===== src/rtl/ovld_guard_pkg.sv =====
// Package: shared state encoding for the overload fault supervisor.
// Assumes: nothing beyond IEEE 1800-2017.
package ovld_guard_pkg;
    typedef enum logic [1:0] {
        GS_RUN   = 2'd0,
        GS_WAIT  = 2'd1,
        GS_LATCH = 2'd2
    } guard_state_t;
endpackage


===== src/rtl/ovld_tick_gen.sv =====
// Module: divides the system clock into a one-cycle fault tick.
// Assumes: TICK_DIV >= 2. The count is held at zero whenever en is low, so
// ticks restart their phase from every startup.
module ovld_tick_gen #(
    parameter int TICK_DIV = 1250000
) (
    input  logic clk,
    input  logic rst_n,
    input  logic en,
    output logic tick
);
    localparam int PW = (TICK_DIV > 2) ? $clog2(TICK_DIV) : 1;
    localparam logic [PW-1:0] LAST = PW'(TICK_DIV - 1);

    logic [PW-1:0] div_q;

    // Purpose: free-running divider, cleared when not enabled.
    always_ff @(posedge clk) begin
        if (!rst_n || !en) begin
            div_q <= '0;
        end else if (div_q == LAST) begin
            div_q <= '0;
        end else begin
            div_q <= div_q + 1'b1;
        end
    end

    // Purpose: tick flags the last cycle of each division period.
    always_comb begin
        tick = (div_q == LAST);
    end
endmodule


===== src/rtl/ovld_integrator.sv =====
// Module: saturating up/down counter of overload ticks.
// Assumes: FAULT_TICKS >= 2. clr has priority over tick. The count never
// passes FAULT_TICKS-1 because the caller clears on completion.
module ovld_integrator #(
    parameter int FAULT_TICKS = 8
) (
    input  logic clk,
    input  logic rst_n,
    input  logic clr,
    input  logic tick,
    input  logic oc,
    output logic at_limit
);
    localparam int CW = (FAULT_TICKS > 2) ? $clog2(FAULT_TICKS) : 1;
    localparam logic [CW-1:0] TOP = CW'(FAULT_TICKS - 1);

    logic [CW-1:0] cnt_q;

    // Purpose: integrate over-current ticks up, quiet ticks down, floor at 0.
    always_ff @(posedge clk) begin
        if (!rst_n || clr) begin
            cnt_q <= '0;
        end else if (tick) begin
            if (oc) begin
                if (cnt_q != TOP) begin
                    cnt_q <= cnt_q + 1'b1;
                end
            end else if (cnt_q != '0) begin
                cnt_q <= cnt_q - 1'b1;
            end
        end
    end

    // Purpose: one more over-current tick completes the timer.
    always_comb begin
        at_limit = (cnt_q == TOP);
    end
endmodule


===== src/rtl/ovld_policy.sv =====
// Module: run / auto-recovery wait / latched state machine.
// Assumes: inputs synchronous to clk. latch_mode is sampled in the cycle a
// fault is detected.
module ovld_policy
    import ovld_guard_pkg::*;
(
    input  logic clk,
    input  logic rst_n,
    input  logic latch_mode,
    input  logic oc,
    input  logic short_flag,
    input  logic tick,
    input  logic at_limit,
    input  logic supply_low,
    input  logic hold_release,
    output logic running,
    output logic trip,
    output logic stop_req,
    output logic st_run,
    output logic st_wait,
    output logic st_latched
);
    guard_state_t state_q, state_d;

    // Purpose: detect completion or winding short while running.
    always_comb begin
        running = (state_q == GS_RUN);
        trip    = running && (short_flag || (tick && oc && at_limit));
    end

    // Purpose: next-state selection by fault policy and release inputs.
    always_comb begin
        state_d = state_q;
        unique case (state_q)
            GS_RUN:   if (trip) state_d = latch_mode ? GS_LATCH : GS_WAIT;
            GS_WAIT:  if (supply_low) state_d = GS_RUN;
            GS_LATCH: if (hold_release) state_d = GS_RUN;
            default:  state_d = GS_RUN;
        endcase
    end

    // Purpose: state register and registered fault/status outputs.
    always_ff @(posedge clk) begin
        if (!rst_n) begin
            state_q    <= GS_RUN;
            stop_req   <= 1'b0;
            st_run     <= 1'b1;
            st_wait    <= 1'b0;
            st_latched <= 1'b0;
        end else begin
            state_q    <= state_d;
            stop_req   <= (state_d != GS_RUN);
            st_run     <= (state_d == GS_RUN);
            st_wait    <= (state_d == GS_WAIT);
            st_latched <= (state_d == GS_LATCH);
        end
    end
endmodule


===== src/rtl/ovld_guard.sv =====
// Module: overload fault integrating timer (top).
// Assumes: all flags synchronous to clk. The default TICK_DIV gives 10 ms
// ticks at 125 MHz. drv_en drops combinationally in the cycle a fault is
// detected. All other outputs are registered.
module ovld_guard #(
    parameter int TICK_DIV    = 1250000,
    parameter int FAULT_TICKS = 8
) (
    input  logic clk,
    input  logic rst_n,
    input  logic latch_mode,
    input  logic oc_flag,
    input  logic short_flag,
    input  logic supply_low,
    input  logic hold_release,
    output logic drv_en,
    output logic stop_req,
    output logic st_run,
    output logic st_wait,
    output logic st_latched
);
    logic tick, at_limit, running, trip;
    logic div_en, cnt_clr;

    // Purpose: the prescaler and counter run only while switching, and clear on a fault.
    always_comb begin
        div_en  = running && !trip;
        cnt_clr = !running || trip;
    end

    ovld_tick_gen #(.TICK_DIV(TICK_DIV)) u_tick (
        .clk   (clk),
        .rst_n (rst_n),
        .en    (div_en),
        .tick  (tick)
    );

    ovld_integrator #(.FAULT_TICKS(FAULT_TICKS)) u_int (
        .clk      (clk),
        .rst_n    (rst_n),
        .clr      (cnt_clr),
        .tick     (tick),
        .oc       (oc_flag),
        .at_limit (at_limit)
    );

    ovld_policy u_pol (
        .clk          (clk),
        .rst_n        (rst_n),
        .latch_mode   (latch_mode),
        .oc           (oc_flag),
        .short_flag   (short_flag),
        .tick         (tick),
        .at_limit     (at_limit),
        .supply_low   (supply_low),
        .hold_release (hold_release),
        .running      (running),
        .trip         (trip),
        .stop_req     (stop_req),
        .st_run       (st_run),
        .st_wait      (st_wait),
        .st_latched   (st_latched)
    );

    // Purpose: the driver runs only out of reset, in run, with no fault this cycle.
    always_comb begin
        drv_en = rst_n && running && !trip;
    end
endmodule


===== config.mk =====
export PLATFORM = sky130hd
export DESIGN_NAME = ovld_guard
export DESIGN_NICKNAME = d
export VERILOG_FILES = /design/src/rtl/ovld_guard_pkg.sv /design/src/rtl/ovld_tick_gen.sv /design/src/rtl/ovld_integrator.sv /design/src/rtl/ovld_policy.sv /design/src/rtl/ovld_guard.sv
export SDC_FILE = /design/constraint.sdc
export NUM_CORES = 1
export LEC_CHECK = 0
export BUFFER_PORTS_ARGS = -buffer_cell sky130_fd_sc_hd__buf_2
export CORE_MARGIN = 2
export CORE_UTILIZATION = 62
export DETAILED_ROUTE_END_ITERATION = 16
export PLACE_DENSITY = 0.82
export SETUP_SLACK_MARGIN = 0.2
export SLEW_MARGIN = 10
export SYNTH_ARGS = -nofsm -noshare
export SYNTH_HDL_FRONTEND = slang
export SYNTH_SLANG_ARGS = --single-unit

===== constraint.sdc =====
create_clock -name clk -period 4.1 [get_ports clk]
set_clock_uncertainty 0.2 [all_clocks]
set_input_delay 0.205 -clock clk [delete_from_list [all_inputs] [get_ports clk]]
set_output_delay 0.205 -clock clk [all_outputs]
set_load 0.005 [all_outputs]

# Word-level counts from Yosys, hierarchy flattened
# Cells that the tools add are included.
totals:
  output_inout_bits: 5
  elab_cells: 47
  register_bits: 30
classes:
  n_reduce_logical: 21
  n_addsub: 3
  eq_ne: 8
  n_mux: 8
ops:
  columns: ["op", "count"]
  rows:
  - ["adder 21 x 1 -> 21 bit (second input constant)", 1]
  - ["== test 21 bit (second input constant)", 1]
  - ["two-way mux 3 bit", 3]
  - ["two-way mux 2 bit", 4]
  - ["logical AND 1 bit", 6]
  - ["one-hot mux 2 bit (3 select lines)", 1]
  - ["== test 2 x 1 -> 1 bit (second input constant)", 2]
  - ["== test 2 bit (second input constant)", 2]
  - ["zero test 1 bit", 4]
  - ["zero test 2 bit", 2]
  - ["logical OR 1 bit", 4]
  - ["nonzero test 2 bit", 2]
  - ["adder 3 x 1 -> 3 bit (second input constant)", 1]
  - ["== test 3 bit (second input constant)", 1]
  - ["inequality test 3 bit (second input constant)", 1]
  - ["AND reduction 3 bit", 1]
  - ["nonzero test 3 bit", 1]
  - ["subtractor 3 x 1 -> 3 bit (second input constant)", 1]
  - ["inequality test 2 x 1 -> 1 bit (second input constant)", 1]
  - ["OR reduction 2 bit", 1]

# Logic depth before layout (Yosys ltp)
# Gate-level depths: netlist of run 1.
depth:
  word_depth: 10
  ltp_mapped: 6
  depth_no_buf: 6

# Modules after synthesis
# From an unflattened synthesis of run 1, not the netlist that was laid out.
unflattened:
  hier_cells: 163
  area_unflattened_um2: 1485.2
modules_own_cells:
  columns: ["module", "instances", "area_each_um2", "cells_each", "seq_area_each_um2"]
  rows:
  - ["ovld_tick_gen", 1, 970.9, 109, 420.4]
  - ["ovld_policy", 1, 247.7, 22, 120.1]
  - ["ovld_integrator", 1, 241.5, 29, 60.1]
  - ["ovld_guard", 1, 25.0, 3, 0.0]

# Least setup slack after synthesis of run 1
# Ideal clock, no wire load.
synth_timing:
  kind: "reg2reg"
  start: "register u_tick.div_q[0]"
  end: "register u_tick.div_q[20]"
  stages_incl_launch_ff: 6
  path_buffers: 0
  path_slack_ps: 2218
  setup_ps: 70
  arrival_time_ps: 1613
  t_required_ps: 3830
  path_cell_list: "dfxtp_1 -> ha_1 -> and4_2 -> nand4_1 -> or4_1 -> a21oi_1"
synth_between:
  elab_chain_len: 10
  elab_cells_between_ends: 11
synth_lines:
  columns: ["item", "line_no", "source"]
  rows:
  - ["from (decl)", "ovld_tick_gen.sv:15", "logic [PW-1:0] div_q;"]
  - ["from (signal assigned)", "ovld_tick_gen.sv:24", "div_q <= div_q + 1'b1;"]
  - ["== test 21 bit", "ovld_tick_gen.sv:21, ovld_tick_gen.sv:30", null]
  - ["logical AND 1 bit (2 in a row)", "ovld_policy.sv:28", "trip = running && (short_flag || (tick && oc && at_limit));"]
  - ["logical OR 1 bit", "ovld_policy.sv:28", null]
  - ["logical AND 1 bit", "ovld_policy.sv:28", null]
  - ["zero test 1 bit", "ovld_guard.sv:27", "div_en = running && !trip;"]
  - ["logical AND 1 bit", "ovld_guard.sv:27", null]
  - ["zero test 1 bit", "ovld_tick_gen.sv:19", "if (!rst_n || !en) begin"]
  - ["logical OR 1 bit", "ovld_tick_gen.sv:19", null]
  - ["OR reduction 2 bit (no line)", null, null]
# Parallel ways exist; a longest one is shown, timed or not.
# A chain may end at the register's enable or synchronous reset.

# Worst setup path in the final report of run 1
layout_timing:
  start: "register u_tick.div_q[0]"
  end: "register u_pol.st_wait"
layout_between:
  elab_chain_len: 8
layout_lines:
  columns: ["item", "line_no", "source"]
  rows:
  - ["== test 21 bit", "ovld_tick_gen.sv:30", "tick = (div_q == LAST);"]
  - ["logical AND 1 bit (2 in a row)", "ovld_policy.sv:28", null]
  - ["logical OR 1 bit", "ovld_policy.sv:28", null]
  - ["logical AND 1 bit", "ovld_policy.sv:28", null]
  - ["two-way mux 2 bit", "ovld_policy.sv:35", "GS_RUN: if (trip) state_d = latch_mode ? GS_LATCH : GS_WAIT;"]
  - ["one-hot mux 2 bit (3 select lines)", "ovld_policy.sv:34", "unique case (state_q)"]
  - ["== test 2 x 1 -> 1 bit", "ovld_policy.sv:54", "st_wait <= (state_d == GS_WAIT);"]
  - ["to (signal assigned)", "ovld_policy.sv:54", null]
  - ["to (decl)", "ovld_policy.sv:20", "output logic st_wait,"]
# No other way between the ends.

==> flow_metrics.env, run 1 <==
export IMPL_io_buffer_count=11
export IMPL_dp_hpwl_um=2200
export IMPL_endpoint="u_pol.st_wait$_SDFF_PN0_"
export IMPL_r2r_end="u_pol.st_wait$_SDFF_PN0_"
export IMPL_dp_cells=203
export IMPL_ys_flop_type="dfxtp_1"
export IMPL_antenna_found_initial=0
export IMPL_yosys_top_cells_area="dfxtp_1, nor2_1, a21oi_1"
export IMPL_wl_um=3180
export IMPL_worst_slew_pin_slew_ps=843
export IMPL_clk_pin_slew_worst_paths_ps=100
export IMPL_rsz0062_at_grt="no"
export IMPL_grt_pass1_wl_um=5160
export IMPL_cts_buffers=5
export IMPL_syn_inst=168
export IMPL_cts_resized=0
export IMPL_syn_to_final_growth_pct=11.5
export IMPL_drive_above_1_share=0.133
export IMPL_start_util=0.661
export IMPL_avgSynthCellArea_um2=8.79
export IMPL_fin_area_um2=1650
export IMPL_ys_ff_latch=30
export IMPL_initialDrtViolationCount=33
export IMPL_cts_root_buf="clkbuf_4"
export IMPL_min_period_ps=2430
export IMPL_setup_viol=0
export IMPL_max_freq_ghz=0.411
export IMPL_core_area_um2=2230
export IMPL_htreeDepth=2
export IMPL_synthArstFlopShare=0
export IMPL_crit_arrival_ps=2510
export IMPL_path_cells="ha_1 -> and4_2 -> and4_1 -> nand3_1 -> o31ai_1 -> dlygate4sd3_1"
export IMPL_insertion_delay_ps=320
export IMPL_postRouteAntennaNets=0
export IMPL_ys_warn_count=0
export IMPL_pin_count=12
export IMPL_grt_pass1_vias=1227
export IMPL_dpl_worst_slack_ps=1940
export IMPL_synth_top_area_frac=0.407
export IMPL_dpl_cell_area_um2=1540
export IMPL_slowest_stage="dlygate4sd3_1"
export IMPL_slew_violations=0
export IMPL_r2r_start="u_tick.div_q[0]$_SDFF_PP0_"
export IMPL_vias_per_cell=6.17
export IMPL_yosysSeqAreaShare=0.407
export IMPL_finalNetCount=196
export IMPL_cts_sinks=30
export IMPL_vias=1333
export IMPL_drc=0
export IMPL_status="completed"
export IMPL_crit_type="reg -> reg"
export IMPL_cts_max_path_buffers=2
export IMPL_min_period_over_period=0.594
export IMPL_vdd_ir_drop_max_v=0.000280
export IMPL_seq_area_um2=601
export IMPL_critPathRequiredTime_ps=4170
export IMPL_rows=17
export IMPL_place_congestion=0.836
export IMPL_grt_overflow_total=0
export IMPL_final_setup_tns_ps=0
export IMPL_min_path_type="in -> reg"
export IMPL_r2r_slack_ps=1670
export IMPL_p_total_mw=0.515
export IMPL_power_density_nw_per_um2=313
export IMPL_maxSlewHeadroom=0.438
export IMPL_die_w_um=52.8
export IMPL_worstSetupStartpoint="u_tick.div_q[0]$_SDFF_PP0_"
export IMPL_drt_pass1_iterations=4
export IMPL_postCtsSetupRepairBufs=0
export IMPL_die_area_um2=2790
export IMPL_yosys_cell_types_count=39
export IMPL_multiInputGateArea_um2=820
export IMPL_drv_cap=0
export IMPL_synth_net_count=177
export IMPL_cp_start_kind="register"
export IMPL_hold_viol_final=0
export IMPL_nFillCells=181
export IMPL_stdcell_count=216
export IMPL_wl_per_cell_um=14.7
export IMPL_grt_max_degree=22
export IMPL_antennaDiodeCount=0
export IMPL_crit_path_end_kind="register"
export IMPL_p_leak_nw=0.560
export IMPL_cts_tree="done"
export IMPL_synth_edf_count=0
export IMPL_crit_fanout=6
export IMPL_layout_setup_ws_ps=1670
export IMPL_syn_area_um2=1480
export IMPL_synth_common_cells="dfxtp_1, nor2_1, a21oi_1"
export IMPL_grtUsageTotal=0.258
export IMPL_synth_most_common_cell="dfxtp_1"
export IMPL_fp_dieH_um=52.8
export IMPL_worst_r2r_path_depth=6
export IMPL_max_stage_delay_ps=580
export IMPL_synth_largest_area_cell="dfxtp_1"
## routing by layer
layer,part of all wire,global-route usage
met1,0.46,0.310
met2,0.48,0.421
met3,0.039,0.0686
met4,0.015,0.128
met5,0,0
## critical path, delay by kind of cell (launching register included)
kind                       cells  cell delay, ps
adders and majority gates      1             230
DFF                            1             400
AOI/OAI and AO/OA              1             280
and+or+nand+nor                3             710
buffers and inverters          1             580
## state kept, by name (all words and copies together), names as in the netlist
signal            count
u_int.cnt_q           3
u_pol.state_q         2
u_tick.div_q         21
u_pol.st_latched      1
u_pol.st_wait         1
u_pol.stop_req        1
u_pol.st_run          1
## worst min path at each step
stage / from / to / slack (ps) / cells after the start
global route: hold_release / u_pol.st_latched$_SDFF_PN0_ / 110 / 4
finish: hold_release / u_pol.st_latched$_SDFF_PN0_ / 100 / 4
CTS: hold_release / u_pol.state_q[1]$_SDFF_PN0_ / 90 / 4
detailed placement: latch_mode / u_pol.state_q[0]$_SDFF_PN0_ / 250 / 2
floorplan: latch_mode / u_pol.st_wait$_SDFF_PN0_ / 110 / 1
global placement: latch_mode / u_pol.state_q[0]$_SDFF_PN0_ / 250 / 2
## logic make-up (layout without fill, tap and decap cells)
| group | Yosys count | in the layout | synth area share |
|---|---|---|---|
| adder cells (fa/ha/maj) | 2 | 2 | 0.0220 |
| flip-flops | 30 | 30 | 0.407 |
| AND/OR/NAND/NOR | 79 | 79 | 0.318 |
| buffers and inverters | 11 | 31 | 0.0381 |
| XOR/XNOR | 11 | 11 | 0.0653 |
| AO/OA/AOI/OAI | 35 | 35 | 0.150 |
## placed cells by master (no fill, tap or decap), drive strengths merged, types with 2 or more instances in the layout
cell,Yosys,routed
a2111oi,2,2
a21oi,12,12
and2,2,2
and3,2,2
and4,7,7
buf,2,11
clkbuf,2,7
dfxtp,30,30
dlygate4sd3,0,5
inv,7,7
nand2,7,7
nand3,8,8
nand4,6,6
nor2,21,21
nor3,2,2
nor3b,2,2
nor4,4,4
nor4b,4,4
o21ai,9,9
o31ai,7,7
or2,2,2
or3,4,4
or4,6,6
xnor2,6,6
xor2,5,5
## stage by stage
stage,utilization,hold slack [ps]
floorplan,-,111
global placement,0.688,251
detailed placement,0.688,253
CTS,0.737,92.8
global route,0.737,106
finish,0.737,97.3
## what timing repair did
action                                 4_1_cts  5_1_grt
setup endpoints to repair                    0        0
hold buffers                                 5        0
endpoints found under the hold margin        4        0
## where the power goes
part	switching [mW]	total [mW]	internal, mW
Combinational	0.0174	0.0312	0.0139
Clock	0.101	0.184	0.0830
Sequential	0.00310	0.299	0.296
## cell type report
class	count	area share
clock buffer	7	0.0334
clock inverter	1	0.00304
inverter	7	0.0160
multi-input combinational	127	0.498
sequential	30	0.365
tap	28	0.0213
timing repair buffer	16	0.0638
Power figures use the tool's default switching activity.
==> run 2: changes to the inputs <==
ABC_AREA = 1   (was unset)
CORE_UTILIZATION = 58   (was 62)
PLACE_DENSITY = 0.77   (was 0.82)
clock period = 2.3 ns   (was 4.1 ns; I/O delays follow)
==> run 2 against run 1 <==
Net effect: core utilization grew 0.084 points; register-to-register slack lost 1100 ps; wire length shrank 1.4%; critical endpoint is now drv_en.
==> flow_metrics.env, run 2 <==
export IMPL_min_period_ps=1950
export IMPL_p_comb_frac=0.063
export IMPL_maxSlewHeadroom=0.670
export IMPL_core_area_um2=2520
export IMPL_rows=18
export IMPL_drive_above_1_share=0.262
export IMPL_crit_path_end_kind="output port"
export IMPL_dp_hpwl_um=2160
export IMPL_critPathRequiredTime_ps=1990
export IMPL_htreeDepth=2
export IMPL_max_freq_ghz=0.513
export IMPL_ys_ff_latch=30
export IMPL_power_frac_clock=0.475
export IMPL_hold_viol_final=0
export IMPL_power_switching_mw=0.231
export IMPL_yosys_cell_types_count=27
export IMPL_p_total_mw=1.16
export IMPL_synth_common_cells="nor2_1, dfxtp_1, inv_1, nand2_1, nand3_1"
export IMPL_path_cells="ha_4 -> nand3_4 -> nor2_1 -> nand4_1 -> nand2_2 -> nand2_2 -> nand3_2 -> inv_1 -> buf_2"
export IMPL_syn_to_final_growth_pct=19.3
export IMPL_synthArstFlopShare=0
export IMPL_status="completed"
export IMPL_cts_root_buf="clkbuf_4"
export IMPL_synth_edf_count=0
export IMPL_largest_register_ffs=21
export IMPL_grt_pass1_vias=1250
export IMPL_layout_setup_ws_ps=351
export IMPL_drt_pass1_iterations=4
export IMPL_final_setup_tns_ps=0
export IMPL_antenna_found_initial=0
export IMPL_initialDrtViolationCount=47
export IMPL_rsz0062_at_grt="no"
export IMPL_vias=1336
export IMPL_dp_cells=243
export IMPL_grtUsageTotal=0.219
export IMPL_postRouteAntennaNets=0
export IMPL_vdd_ir_drop_max_v=0.000771
export IMPL_slowest_stage="dfxtp_4"
export IMPL_p_leak_nw=0.762
export IMPL_p_int_mw=0.930
export IMPL_place_congestion=0.938
export IMPL_grt_overflow_total=0
export IMPL_top_register="u_tick.div_q"
export IMPL_crit_fanout=3
export IMPL_top_regs="u_tick.div_q (21), u_int.cnt_q (3), u_pol.state_q (2)"
export IMPL_cp_start_kind="register"
export IMPL_topRoutingLayerUsed="met4"
export IMPL_synth_largest_area_cell="dfxtp_1"
export IMPL_worst_slew_pin_slew_ps=494
export IMPL_synth_net_count=214
export IMPL_insertion_delay_ps=340
export IMPL_crit_type="reg -> out"
export IMPL_start_util=0.619
export IMPL_drv_cap=0
export IMPL_drc=0
export IMPL_wl_per_cell_um=12.1
export IMPL_dpl_worst_slack_ps=292
export IMPL_antennaDiodeCount=0
export IMPL_yosys_top_cells_area="dfxtp_1, nor2_1, inv_1"
export IMPL_wl_met1_um=1410
export IMPL_clk_pin_slew_worst_paths_ps=100
export IMPL_stdcell_count=259
export IMPL_seqPwrFrac=0.462
export IMPL_grt_max_degree=22
export IMPL_finalNetCount=237
export IMPL_synth_most_common_cell="nor2_1"
export IMPL_die_area_um2=3120
export IMPL_switching_share=0.199
export IMPL_final_common_cell="nor2_1"
export IMPL_ys_flop_type="dfxtp_1"
export IMPL_dpl_cell_area_um2=1630
export IMPL_fin_area_um2=1860
export IMPL_slew_violations=0
export IMPL_cts_max_path_buffers=2
export IMPL_crit_top_cell="nand2_2"
export IMPL_cts_buffers=5
export IMPL_syn_area_um2=1560
export IMPL_syn_inst=205
export IMPL_die_w_um=55.9
export IMPL_io_buffer_count=11
export IMPL_vias_per_cell=5.16
export IMPL_min_period_over_period=0.848
export IMPL_max_stage_delay_ps=380
export IMPL_yosysSeqAreaShare=0.385
export IMPL_setup_viol=0
export IMPL_holdWs_ps=3.73
export IMPL_fp_dieH_um=55.9
export IMPL_min_path_type="in -> reg"
export IMPL_pin_count=12
export IMPL_power_density_nw_per_um2=623
export IMPL_synth_top_area_frac=0.385
export IMPL_avgSynthCellArea_um2=7.61
export IMPL_post_route_util=0.738
export IMPL_ys_warn_count=0
export IMPL_wl_um=3140
export IMPL_final_cell_mix="nor2_1, inv_1, nand2_1, dfxtp_1"
export IMPL_routed_wl_met2_um=1480
export IMPL_wl_met3_um=125
export IMPL_crit_arrival_ps=1630
export IMPL_cts_tree="done"
export IMPL_cts_sinks=30
export IMPL_grt_pass1_wl_um=5270
## run 2: changes by cell type in the layout (fill, tap and decap cells not counted), moves of 5 or more
cell | before | now
and4_1 | 5 | 0
buf_4 | 0 | 5
a21oi_1 | 12 | 3
xor2_1 | 5 | 12
o31ai_1 | 7 | 0
nand2_2 | 0 | 7
o21ai_0 | 8 | 1
or4_1 | 6 | 0
nor2_2 | 0 | 8
inv_1 | 7 | 28
nand2_1 | 6 | 26
nor2_1 | 21 | 37
## run 2: cell families after synthesis
group                      share of synthesized area
AOI/OAI and AO/OA                             0.0128
xor gates and xnor gates                       0.123
and+or+nand+nor                                0.363
buffers and inverters                         0.0954
DFF                                            0.385
adders and majority gates                     0.0208
## run 2: worst max-delay path, delay by kind of cell, from the launching register on
| family | cells | cell delay [ps] |
|---|---|---|
| adders and majority gates | 1 | 150 |
| buffers and inverters | 2 | 150 |
| DFF | 1 | 380 |
| and+or+nand+nor | 6 | 610 |
## run 2: path summary, 6_finish.rpt
kind	from	to	slack (ps)	cells past startpoint
max	u_tick.div_q[1]$_SDFF_PP0_	drv_en	350	9
min	oc_flag	u_int.cnt_q[2]$_SDFFE_PP0P_	4	5
max reg2reg	u_tick.div_q[1]$_SDFF_PP0_	u_tick.div_q[8]$_SDFF_PP0_	520	9
min reg2reg	u_tick.div_q[0]$_SDFF_PP0_	u_tick.div_q[0]$_SDFF_PP0_	260	1
## run 2: power groups by stage
stage | logic (mW) | clock network (mW) | registers (mW)
3_3_place_gp | 0.0518 | 0 | 0.546
4_1_cts | 0.0640 | 0.560 | 0.536
6_report | 0.0727 | 0.551 | 0.536
5_1_grt | 0.0809 | 0.587 | 0.537
2_1_floorplan | 0.0375 | 0 | 0.546
3_5_place_dp | 0.0559 | 0 | 0.546
## run 2: final cells by class
cell class / count / area [um2]
clock inverter: 2 / 60.1
tap: 30 / 37.5
timing repair buffer: 20 / 133
clock buffer: 6 / 51.3
inverter: 31 / 116
multi-input combinational: 140 / 853
fill: 184 / 661
sequential: 30 / 611
## run 2: timing repair
action | in CTS | in global routing
endpoints found under the setup margin | 1 | 1
endpoints found under the hold margin | 9 | 0
buffers inserted | 0 | 4
pin swaps | 0 | 4
gates resized for setup | 6 | 10
hold buffers | 4 | 0
gates cloned | 0 | 0
## run 2: routing by layer
layer | track usage | vias up
met5 | 0 | -
met4 | 0.109 | 0
met3 | 0.0791 | 15
met2 | 0.347 | 24
met1 | 0.263 | 619
li1 | - | 678
